--- src/rtl/topk_pkg.sv ---
package topk_pkg;

  typedef enum logic [1:0] {
    ST_TAKE = 2'd0,
    ST_CLIMB = 2'd1,
    ST_SEND = 2'd2,
    ST_FIN = 2'd3
  } topk_state_e;

endpackage

--- src/rtl/topk_list.sv ---
module topk_list #(
  parameter int K = 4,
  parameter int IDX_W = 6,
  parameter int SUM_W = 8,
  parameter int PW = 2
) (
  input  logic             clk,
  input  logic             rst_n,
  input  logic             shift_en,
  input  logic             wr_en,
  input  logic [PW-1:0]    pos,
  input  logic [IDX_W-1:0] wr_idx,
  input  logic [SUM_W-1:0] wr_sum,
  input  logic [PW-1:0]    rd_pos,
  output logic [IDX_W-1:0] rd_idx,
  output logic [SUM_W-1:0] tail_sum,
  output logic [SUM_W-1:0] above_sum
);

  logic [IDX_W-1:0] idx_q [K];
  logic [SUM_W-1:0] sum_q [K];

  for (genvar g = 0; g < K; g++) begin : g_slot
    if (g == 0) begin : g_head
      always_ff @(posedge clk or negedge rst_n) begin
        if (!rst_n) begin
          idx_q[g] <= '0;
          sum_q[g] <= '0;
        end else if (wr_en && pos == PW'(g)) begin
          idx_q[g] <= wr_idx;
          sum_q[g] <= wr_sum;
        end
      end
    end else begin : g_body
      always_ff @(posedge clk or negedge rst_n) begin
        if (!rst_n) begin
          idx_q[g] <= '0;
          sum_q[g] <= '0;
        end else if (wr_en && pos == PW'(g)) begin
          idx_q[g] <= wr_idx;
          sum_q[g] <= wr_sum;
        end else if (shift_en && pos == PW'(g)) begin
          idx_q[g] <= idx_q[g-1];
          sum_q[g] <= sum_q[g-1];
        end
      end
    end
  end

  assign rd_idx    = idx_q[rd_pos];
  assign tail_sum  = sum_q[K-1];
  assign above_sum = (pos == '0) ? '0 : sum_q[pos - 1'b1];

endmodule

--- src/rtl/topk_ctrl.sv ---
module topk_ctrl
  import topk_pkg::*;
#(
  parameter int K = 4,
  parameter int IDX_W = 6,
  parameter int SUM_W = 8,
  parameter int PW = 2,
  parameter int CW = 3
) (
  input  logic             clk,
  input  logic             rst_n,
  input  logic             in_valid,
  input  logic [IDX_W-1:0] in_idx,
  input  logic [SUM_W-1:0] in_sum,
  input  logic             in_last,
  output logic             in_ready,
  input  logic             out_ready,
  output logic             out_valid,
  output logic             out_last,
  output logic             done,
  input  logic [SUM_W-1:0] tail_sum,
  input  logic [SUM_W-1:0] above_sum,
  output logic             shift_en,
  output logic             wr_en,
  output logic [PW-1:0]    pos,
  output logic [PW-1:0]    rd_pos,
  output logic [IDX_W-1:0] cand_idx,
  output logic [SUM_W-1:0] cand_sum,
  output logic             ev_discard,
  output logic             ev_start,
  output logic             ev_shift,
  output logic             ev_place
);

  function automatic logic beats(input logic [SUM_W-1:0] a, input logic [SUM_W-1:0] b);
    return a > b;
  endfunction

  topk_state_e      state_q;
  logic [CW-1:0]    cnt_q;
  logic [PW-1:0]    pos_q;
  logic [PW-1:0]    optr_q;
  logic [IDX_W-1:0] cidx_q;
  logic [SUM_W-1:0] csum_q;
  logic             last_q;
  logic             full;
  logic             ev_accept;
  logic             climb;

  assign full       = (cnt_q == CW'(K));
  assign in_ready   = (state_q == ST_TAKE);
  assign ev_accept  = in_valid && in_ready;
  assign ev_discard = ev_accept && full && !beats(in_sum, tail_sum);
  assign ev_start   = ev_accept && !ev_discard;
  assign climb      = (state_q == ST_CLIMB) && (pos_q != '0) && beats(csum_q, above_sum);
  assign ev_shift   = climb;
  assign ev_place   = (state_q == ST_CLIMB) && !climb;
  assign out_valid  = (state_q == ST_SEND);
  assign out_last   = (CW'(optr_q) + CW'(1)) == cnt_q;
  assign done       = (state_q == ST_FIN);

  assign shift_en = ev_shift;
  assign wr_en    = ev_place;
  assign pos      = pos_q;
  assign rd_pos   = optr_q;
  assign cand_idx = cidx_q;
  assign cand_sum = csum_q;

  always_ff @(posedge clk or negedge rst_n) begin
    if (!rst_n) begin
      state_q <= ST_TAKE;
      cnt_q   <= '0;
      pos_q   <= '0;
      optr_q  <= '0;
      cidx_q  <= '0;
      csum_q  <= '0;
      last_q  <= 1'b0;
    end else begin
      case (state_q)
        ST_TAKE: begin
          optr_q <= '0;
          if (ev_discard) begin
            state_q <= in_last ? ST_SEND : ST_TAKE;
          end else if (ev_start) begin
            cidx_q  <= in_idx;
            csum_q  <= in_sum;
            last_q  <= in_last;
            pos_q   <= full ? PW'(K - 1) : PW'(cnt_q);
            if (!full) cnt_q <= cnt_q + CW'(1);
            state_q <= ST_CLIMB;
          end
        end
        ST_CLIMB: begin
          optr_q <= '0;
          if (climb) pos_q <= pos_q - PW'(1);
          else       state_q <= last_q ? ST_SEND : ST_TAKE;
        end
        ST_SEND: begin
          if (out_ready) begin
            if (out_last) state_q <= ST_FIN;
            else          optr_q  <= optr_q + PW'(1);
          end
        end
        default: begin
          cnt_q   <= '0;
          state_q <= ST_TAKE;
        end
      endcase
    end
  end

endmodule

--- src/rtl/topk_top.sv ---
module topk_top #(
  parameter int K = 4,
  parameter int IDX_W = 6,
  parameter int SUM_W = 8
) (
  input  logic             clk,
  input  logic             rst_n,
  input  logic             in_valid,
  output logic             in_ready,
  input  logic [IDX_W-1:0] in_idx,
  input  logic [SUM_W-1:0] in_sum,
  input  logic             in_last,
  output logic             out_valid,
  input  logic             out_ready,
  output logic [IDX_W-1:0] out_idx,
  output logic             out_last,
  output logic             done
);

  localparam int PW = (K > 1) ? $clog2(K) : 1;
  localparam int CW = $clog2(K + 1);

  logic             shift_en;
  logic             wr_en;
  logic [PW-1:0]    pos;
  logic [PW-1:0]    rd_pos;
  logic [IDX_W-1:0] cand_idx;
  logic [SUM_W-1:0] cand_sum;
  logic [SUM_W-1:0] tail_sum;
  logic [SUM_W-1:0] above_sum;
  logic             ev_discard;
  logic             ev_start;
  logic             ev_shift;
  logic             ev_place;

  topk_ctrl #(.K(K), .IDX_W(IDX_W), .SUM_W(SUM_W), .PW(PW), .CW(CW)) u_ctrl (
    .clk(clk), .rst_n(rst_n),
    .in_valid(in_valid), .in_idx(in_idx), .in_sum(in_sum), .in_last(in_last),
    .in_ready(in_ready), .out_ready(out_ready), .out_valid(out_valid),
    .out_last(out_last), .done(done),
    .tail_sum(tail_sum), .above_sum(above_sum),
    .shift_en(shift_en), .wr_en(wr_en), .pos(pos), .rd_pos(rd_pos),
    .cand_idx(cand_idx), .cand_sum(cand_sum),
    .ev_discard(ev_discard), .ev_start(ev_start),
    .ev_shift(ev_shift), .ev_place(ev_place)
  );

  topk_list #(.K(K), .IDX_W(IDX_W), .SUM_W(SUM_W), .PW(PW)) u_list (
    .clk(clk), .rst_n(rst_n),
    .shift_en(shift_en), .wr_en(wr_en), .pos(pos),
    .wr_idx(cand_idx), .wr_sum(cand_sum),
    .rd_pos(rd_pos), .rd_idx(out_idx),
    .tail_sum(tail_sum), .above_sum(above_sum)
  );

endmodule

--- config.mk ---
export PLATFORM = sky130hd
export DESIGN_NAME = topk_top
export DESIGN_NICKNAME = d
export VERILOG_FILES = /design/src/rtl/topk_pkg.sv /design/src/rtl/topk_list.sv /design/src/rtl/topk_ctrl.sv /design/src/rtl/topk_top.sv
export SDC_FILE = /design/constraint.sdc
export NUM_CORES = 1
export LEC_CHECK = 0
export ABC_AREA = 0
export BUFFER_PORTS_ARGS = -buffer_cell sky130_fd_sc_hd__buf_2
export CORE_MARGIN = 2
export CORE_UTILIZATION = 40
export DETAILED_ROUTE_END_ITERATION = 10
export PLACE_DENSITY = 0.57
export SLEW_MARGIN = 40
export SYNTH_ARGS = -nofsm -noshare
export SYNTH_HDL_FRONTEND = slang
export SYNTH_SLANG_ARGS = --single-unit
export TNS_END_PERCENT = 10
--- constraint.sdc ---
create_clock -name clk -period 8.54 [get_ports clk]
set_input_delay 1.281 -clock clk [delete_from_list [all_inputs] [get_ports clk]]
set_output_delay 1.281 -clock clk [all_outputs]
set_load 0.02 [all_outputs]
Word-level counts from Yosys, hierarchy flattened:

Cells that the tools add are included.
W data, S select, Z words.

* add/subtract/negate cells: 4
* order comparisons: 4
* equal/unequal tests: 17
* muxes and demuxes: 39
* bitwise gates (word level): 4
* reductions and logical operators: 32

Operators with widths (number)
* $mux W8: 9
* $mux W6: 8
* $mux W2: 13
* $bmux W8 S2: 1
* $gt A8 B8 Y1: 2
* $logic_and A1 B1 Y1: 14
* $bmux W6 S2: 1
* $reduce_and A4 Y1: 3
* $reduce_bool A2 Y1: 6
* $ne A2 B2 Y1 const B: 5
* $mux W3: 3
* $eq A2 B2 Y1 const B: 4
* $pmux W2 S2: 2
* $ge A3 B3 Y1 const B: 2
* $ne A2 B1 Y1 const B: 3
* $not A2 Y3: 2
* $pmux W2 S3: 1
* $pmux W3 S2: 1
* $reduce_and A3 Y1: 2
* $eq A2 B1 Y1 const B: 2
* $logic_not A2 Y1: 2
* $reduce_or A2 Y1: 2
* $add A2 B1 Y3 const B: 1
* $add A3 B1 Y3 const B: 1
* 7 further kinds: 10

* register bits after elaboration: 80
* input bits: 19
* output and inout port bits: 10
* logic and storage cells: 115

Depth between registers and ports, before layout:

* depth in word-level cells: 12
* mapped depth: 15
* gate-level depth less buffers: 11

Modules after synthesis:

Synthesis repeated with hierarchy kept, for this count alone.

* cell total of the unflattened synthesis: 447
* area total of the unflattened synthesis: 4654.5 um^2

By module, submodules not included
* topk_list: times used 1, cells an instance 282, area each 2949.1 um^2, seq. area each 1401.3 um^2
* topk_ctrl: times used 1, cells an instance 165, area each 1705.4 um^2, seq. area each 600.6 um^2

Least setup slack after synthesis:

No wires, ideal clock.

* kind: flip-flop to flip-flop
* from: register u_ctrl.pos_q[0] (netlist: u_ctrl.pos[0])
* to: register u_list.idx_q[17] (netlist bit)
* library setup time: 0.137 ns
* arrival time: 3.612 ns
* data required time: 8.403 ns
* path slack: 4.791 ns
* stages on the path, launching flop included: 16
* buffers on the path: 4
* period minus slack after synthesis: 3.749 ns
* path through: dfrtp_1 > clkbuf_1 > inv_1 > ha_1 > clkbuf_1 > mux4_2 > nand2b_1 > ha_1 > a21oi_1 > o21ai_0 > nor3_1 > or3_1 > buf_2 > buf_4 > mux2i_1 > a21oi_1

* word-level cells in the longest chain between the ends: 12
* elaborated cells between the ends (all ways): 18
* those cells by class: add/sub (1); order compare (1); eq/ne (1); mux (5); bitwise (1); reduce/logical (9)

RTL lines
* from (decl): RTL line topk_ctrl.sv:41 `logic [PW-1:0] pos_q;`
* from (signal assigned): RTL line topk_ctrl.sv:88 `pos_q <= full ? PW'(K - 1) : PW'(cnt_q);`
* from (signal assigned): RTL line topk_ctrl.sv:95 `if (climb) pos_q <= pos_q - PW'(1);`
* $sub A2 B1 Y2: RTL line topk_list.sv:52 `assign above_sum = (pos == '0) ? '0 : sum_q[pos - 1'b1];`
* $not A2 Y3 (implied by the code): RTL line topk_list.sv:52
* $bmux W8 S2: RTL line topk_list.sv:52
* $mux W8 (implied by the code) (2 in series): RTL line topk_list.sv:52
* $mux W8: RTL line topk_list.sv:52
* $gt A8 B8 Y1: RTL line topk_ctrl.sv:36 `return a > b;`
* $logic_and A1 B1 Y1: RTL line topk_ctrl.sv:55 `assign climb = (state_q == ST_CLIMB) && (pos_q != '0) && beats(csum_q, above_sum);`
* $logic_not A1 Y1: RTL line topk_ctrl.sv:57 `assign ev_place = (state_q == ST_CLIMB) && !climb;`
* $logic_and A1 B1 Y1: RTL line topk_ctrl.sv:57
* $logic_and A1 B1 Y1: RTL line topk_list.sv:39 `end else if (wr_en && pos == PW'(g)) begin`
* $mux W6 / $reduce_bool A2 Y1 (equally long branches)
* to (signal, indexed assignment): RTL line topk_list.sv:40 `idx_q[g] <= wr_idx;`
* to (signal, indexed assignment): RTL line topk_list.sv:43 `idx_q[g] <= idx_q[g-1];`
* to (decl): RTL line topk_list.sv:20 `logic [IDX_W-1:0] idx_q [K];`

Parallel ways exist; a longest one is shown, timed or not. The select of a mux whose other input is x is not followed.
A chain may end at the register's enable or synchronous reset.

Final worst setup path:

* from: register u_ctrl.pos_q[0] (netlist: u_ctrl.pos[0])
* to: register u_list.sum_q, in the netlist u_list.tail_sum[2]

* word-level cells in the longest chain between the ends: 12
* elaborated cells between the ends (all ways): 18
* those cells by class: add/sub (1); order compare (1); eq/ne (1); mux (5); bitwise (1); reduce/logical (9)

RTL lines
* $sub A2 B1 Y2: RTL line topk_list.sv:52
* $not A2 Y3 (implied by the code): RTL line topk_list.sv:52
* $bmux W8 S2: RTL line topk_list.sv:52
* $mux W8 (implied by the code) (2 in series): RTL line topk_list.sv:52
* $mux W8: RTL line topk_list.sv:52
* $gt A8 B8 Y1: RTL line topk_ctrl.sv:36
* $logic_and A1 B1 Y1: RTL line topk_ctrl.sv:55
* $logic_not A1 Y1: RTL line topk_ctrl.sv:57
* $logic_and A1 B1 Y1: RTL line topk_ctrl.sv:57
* $logic_and A1 B1 Y1: RTL line topk_list.sv:39
* $mux W8 / $reduce_bool A2 Y1 (equally long branches)
* to (signal, indexed assignment): RTL line topk_list.sv:41 `sum_q[g] <= wr_sum;`
* to (signal, indexed assignment): RTL line topk_list.sv:44 `sum_q[g] <= sum_q[g-1];`
* to (decl): RTL line topk_list.sv:21 `logic [SUM_W-1:0] sum_q [K];`

Parallel ways exist; a longest one is shown, timed or not. The select of a mux whose other input is x is not followed.

==> impl_metrics.toml <==
[placed_design]
numPortBuffers = 28
dp_hpwl_um = 6570
dp_slack_ps = 4180
gp_congestion = 0.843

[worst_setup_path]
crit_family = "simple AND/OR/NAND/NOR gates"
slowest_stage = "dfrtp_1"
cp_cell_sequence = "inv_1 -> ha_1 -> mux4_2 -> nand2b_1 -> ha_1 -> a21oi_1 -> o21ai_0 -> nor3_1 -> or3_1 -> buf_4 -> mux2i_1 -> a21oi_1"
path_buf_inv = 2
end_kind = "flip-flop"
cp-start-kind = "flip-flop"
crit_type = "reg -> reg"
path_max_fanout = 15
cpPeakStageDelay_ps = 670
cp.arrival_ps = 4540
crit_required_ps = 8720

[sta]
grt_setup_unrepaired = "no"
post-route-period-util = 0.511
fmax_mhz = 229
slew_headroom = 0.464
hold_viol_final = 0
tns_ps = 0
finalMaxSlewViolations = 0
setup_slack_ps = 4180
finalHoldWorstSlack_ps = 517
skew_ps = 7.75
setup_viol = 0
worstMarginPinSlew_ps = 801
min_period_ps = 4360

[clocking]
cts_buffer_depth = 2
cts_sinks = 80
ctsHoldBuffers = 0
cts_tree = "built"
post_cts_buffers = 0
cts_htree_levels = 3
cts_resized = 0
clockRootBuffer = "clkbuf_16"
clock_latency_ps = 340
cts_made_buffers = 9
cts.reportedPaths.clkPinSlew_ps = 60

[pwr]
p_leak_nw = 2.37
p_per_area_nw_per_um2 = 474
p_sw_mw = 0.979
p_clk_frac = 0.170
p_comb_frac = 0.517
intPower_mw = 1.45
seqPwrFrac = 0.313
netSwitchingFraction = 0.402
peakVddDrop_mv = 0.225

[finish]
nNetsFinal = 473
area_growth_pct = 12.6
n_fill_cell = 1020
fin_util = 0.467
layout-drive-gt1-share = 0.220
n_antenna_cell = 0
multi_input_area_um2 = 2370
regArea_um2 = 2000

[global_routing]
antenna_found_initial = 0
grt_max_degree = 81
grt.total_usage = 0.168
overflow = 0
grt_pass1_wl_um = 16400
grt_pass1_vias = 3121

[logic_synthesis]
syn-instance-count = 407
synth-main-ff-cell = "dfrtp_1"
synth.avg_cell_area_um2 = 11.2
synthesis.nets = 454
netlist_area_um2 = 4560
synth-edff-count = 0
yosysUniqueCellTypes = 46
ys_seq_area_frac = 0.439
synth_async_sr_flop_share = 1.00
ys_ff_latch = 80
yosysWarnings = 0

[run]
cap_violations = 0

[floorplan]
rows = 38
initial_utilization = 0.415
die_y_um = 111
die_area_um2 = 12300
coreArea_um2 = 11000
die_x_um = 111
io_pins = 29

[worst_hold_path]
min_path_type = "reg -> reg"

[detailed_routing]
drc = 0
vias_per_cell = 5.32
wire_per_inst_um = 17.2
wl_um = 9810
dr.first_iter.drc_count = 126
ant_nets = 0
drtPass1Iterations = 4
vias = 3037

[run_status]
outcome = "completed"
-- path summary, 6_finish.rpt --
kind / from / endpoint / slack, ps / cells past startpoint
max in group asynchronous: rst_n / u_ctrl.pos[1] / 7190 / 2
worst min register to register: u_ctrl.last_q / u_ctrl.last_q / 520 / 1
min in group asynchronous: rst_n / u_list.idx_q[23] / 780 / 1
worst max register to register: u_ctrl.pos[0] / u_list.tail_sum[2] / 4180 / 12
worst max-delay path: u_ctrl.pos[0] / u_list.tail_sum[2] / 4180 / 12
worst min-delay path: u_ctrl.last_q / u_ctrl.last_q / 520 / 1
-- power groups by stage --
stage / Sequential (mW) / Combinational, mW / Clock, mW
2_1_floorplan: 0.690 / 1.07 / 0
6_report: 0.762 / 1.26 / 0.414
3_3_place_gp: 0.761 / 1.23 / 0
5_1_grt: 0.794 / 1.41 / 0.440
3_5_place_dp: 0.767 / 1.26 / 0
4_1_cts: 0.762 / 1.27 / 0.428
-- layout make-up --
cell class                      count  area share
Multi-Input combinational cell    284       0.461
Sequential cell                    80       0.390
Clock buffer                       11      0.0473
Timing Repair Buffer               31      0.0368
Tap cell                          140      0.0341
Clock inverter                      5      0.0156
Inverter                           20      0.0146
-- kinds of logic after synthesis --
| logic type | after synthesis | share of synthesized area |
|---|---|---|
| AO/OA/AOI/OAI | 75 | 0.0964 |
| buffers and inverters | 43 | 0.0428 |
| XOR/XNOR | 3 | 0.00577 |
| AND/OR/NAND/NOR | 91 | 0.0942 |
| adder cells (fa/ha/maj) | 28 | 0.0769 |
| multiplexers | 87 | 0.244 |
| flip-flops | 80 | 0.439 |
-- Yosys cell counts (4+ instances only) --
cell type	count	area, um2
nand2_1	10	37.5
dfrtp_1	80	2000
o21ai_0	4	20.0
mux2_4	9	135
nor2_1	49	184
a21oi_1	51	255
mux4_2	14	315
ha_1	28	350
mux2_2	18	203
buf_4	4	30.0
nand4_1	4	25.0
mux2i_1	46	460
nand2b_1	10	62.6
inv_1	20	75.1
clkbuf_1	14	52.6
-- per-stage QoR --
stage | total power [mW] | instance area, um2 | instances
after floorplan | 1.76 | 4560 | 407
after global placement | 1.99 | 4770 | 554
after detailed placement | 2.02 | 4780 | 554
after CTS | 2.46 | 5100 | 570
after global routing | 2.64 | 5130 | 571
final | 2.43 | 5130 | 571
-- flip-flops by register name (all words and copies together), names as in the netlist --
| register | flops |
|---|---|
| u_list.tail_sum | 8 |
| u_ctrl.cand_idx | 6 |
| u_list.sum_q | 24 |
| u_ctrl.rd_pos | 2 |
| u_ctrl.cnt_q | 3 |
| u_list.idx_q | 24 |
| u_ctrl.cand_sum | 8 |
| u_ctrl.state_q | 2 |
| u_ctrl.pos | 2 |
| u_ctrl.last_q | 1 |
-- cell usage in the layout (no fill, tap or decap), types with 9 or more instances in the layout --
master,count
mux2_2,18
buf_2,27
a21oi_1,51
nand2b_1,10
mux2i_1,46
mux2_4,9
nor2_1,49
nand2_1,10
inv_1,20
mux4_2,14
dfrtp_1,80
clkbuf_16,9
ha_1,28
-- metal layers --
metal,vias to the layer above,share of wire,GRT usage
met4,0,0.011,0.0425
met2,43,0.48,0.272
met5,-,0,0
met1,1496,0.48,0.228
li1,1488,-,-
met3,10,0.032,0.0421
No activity file was read; power rests on OpenSTA's default activity.
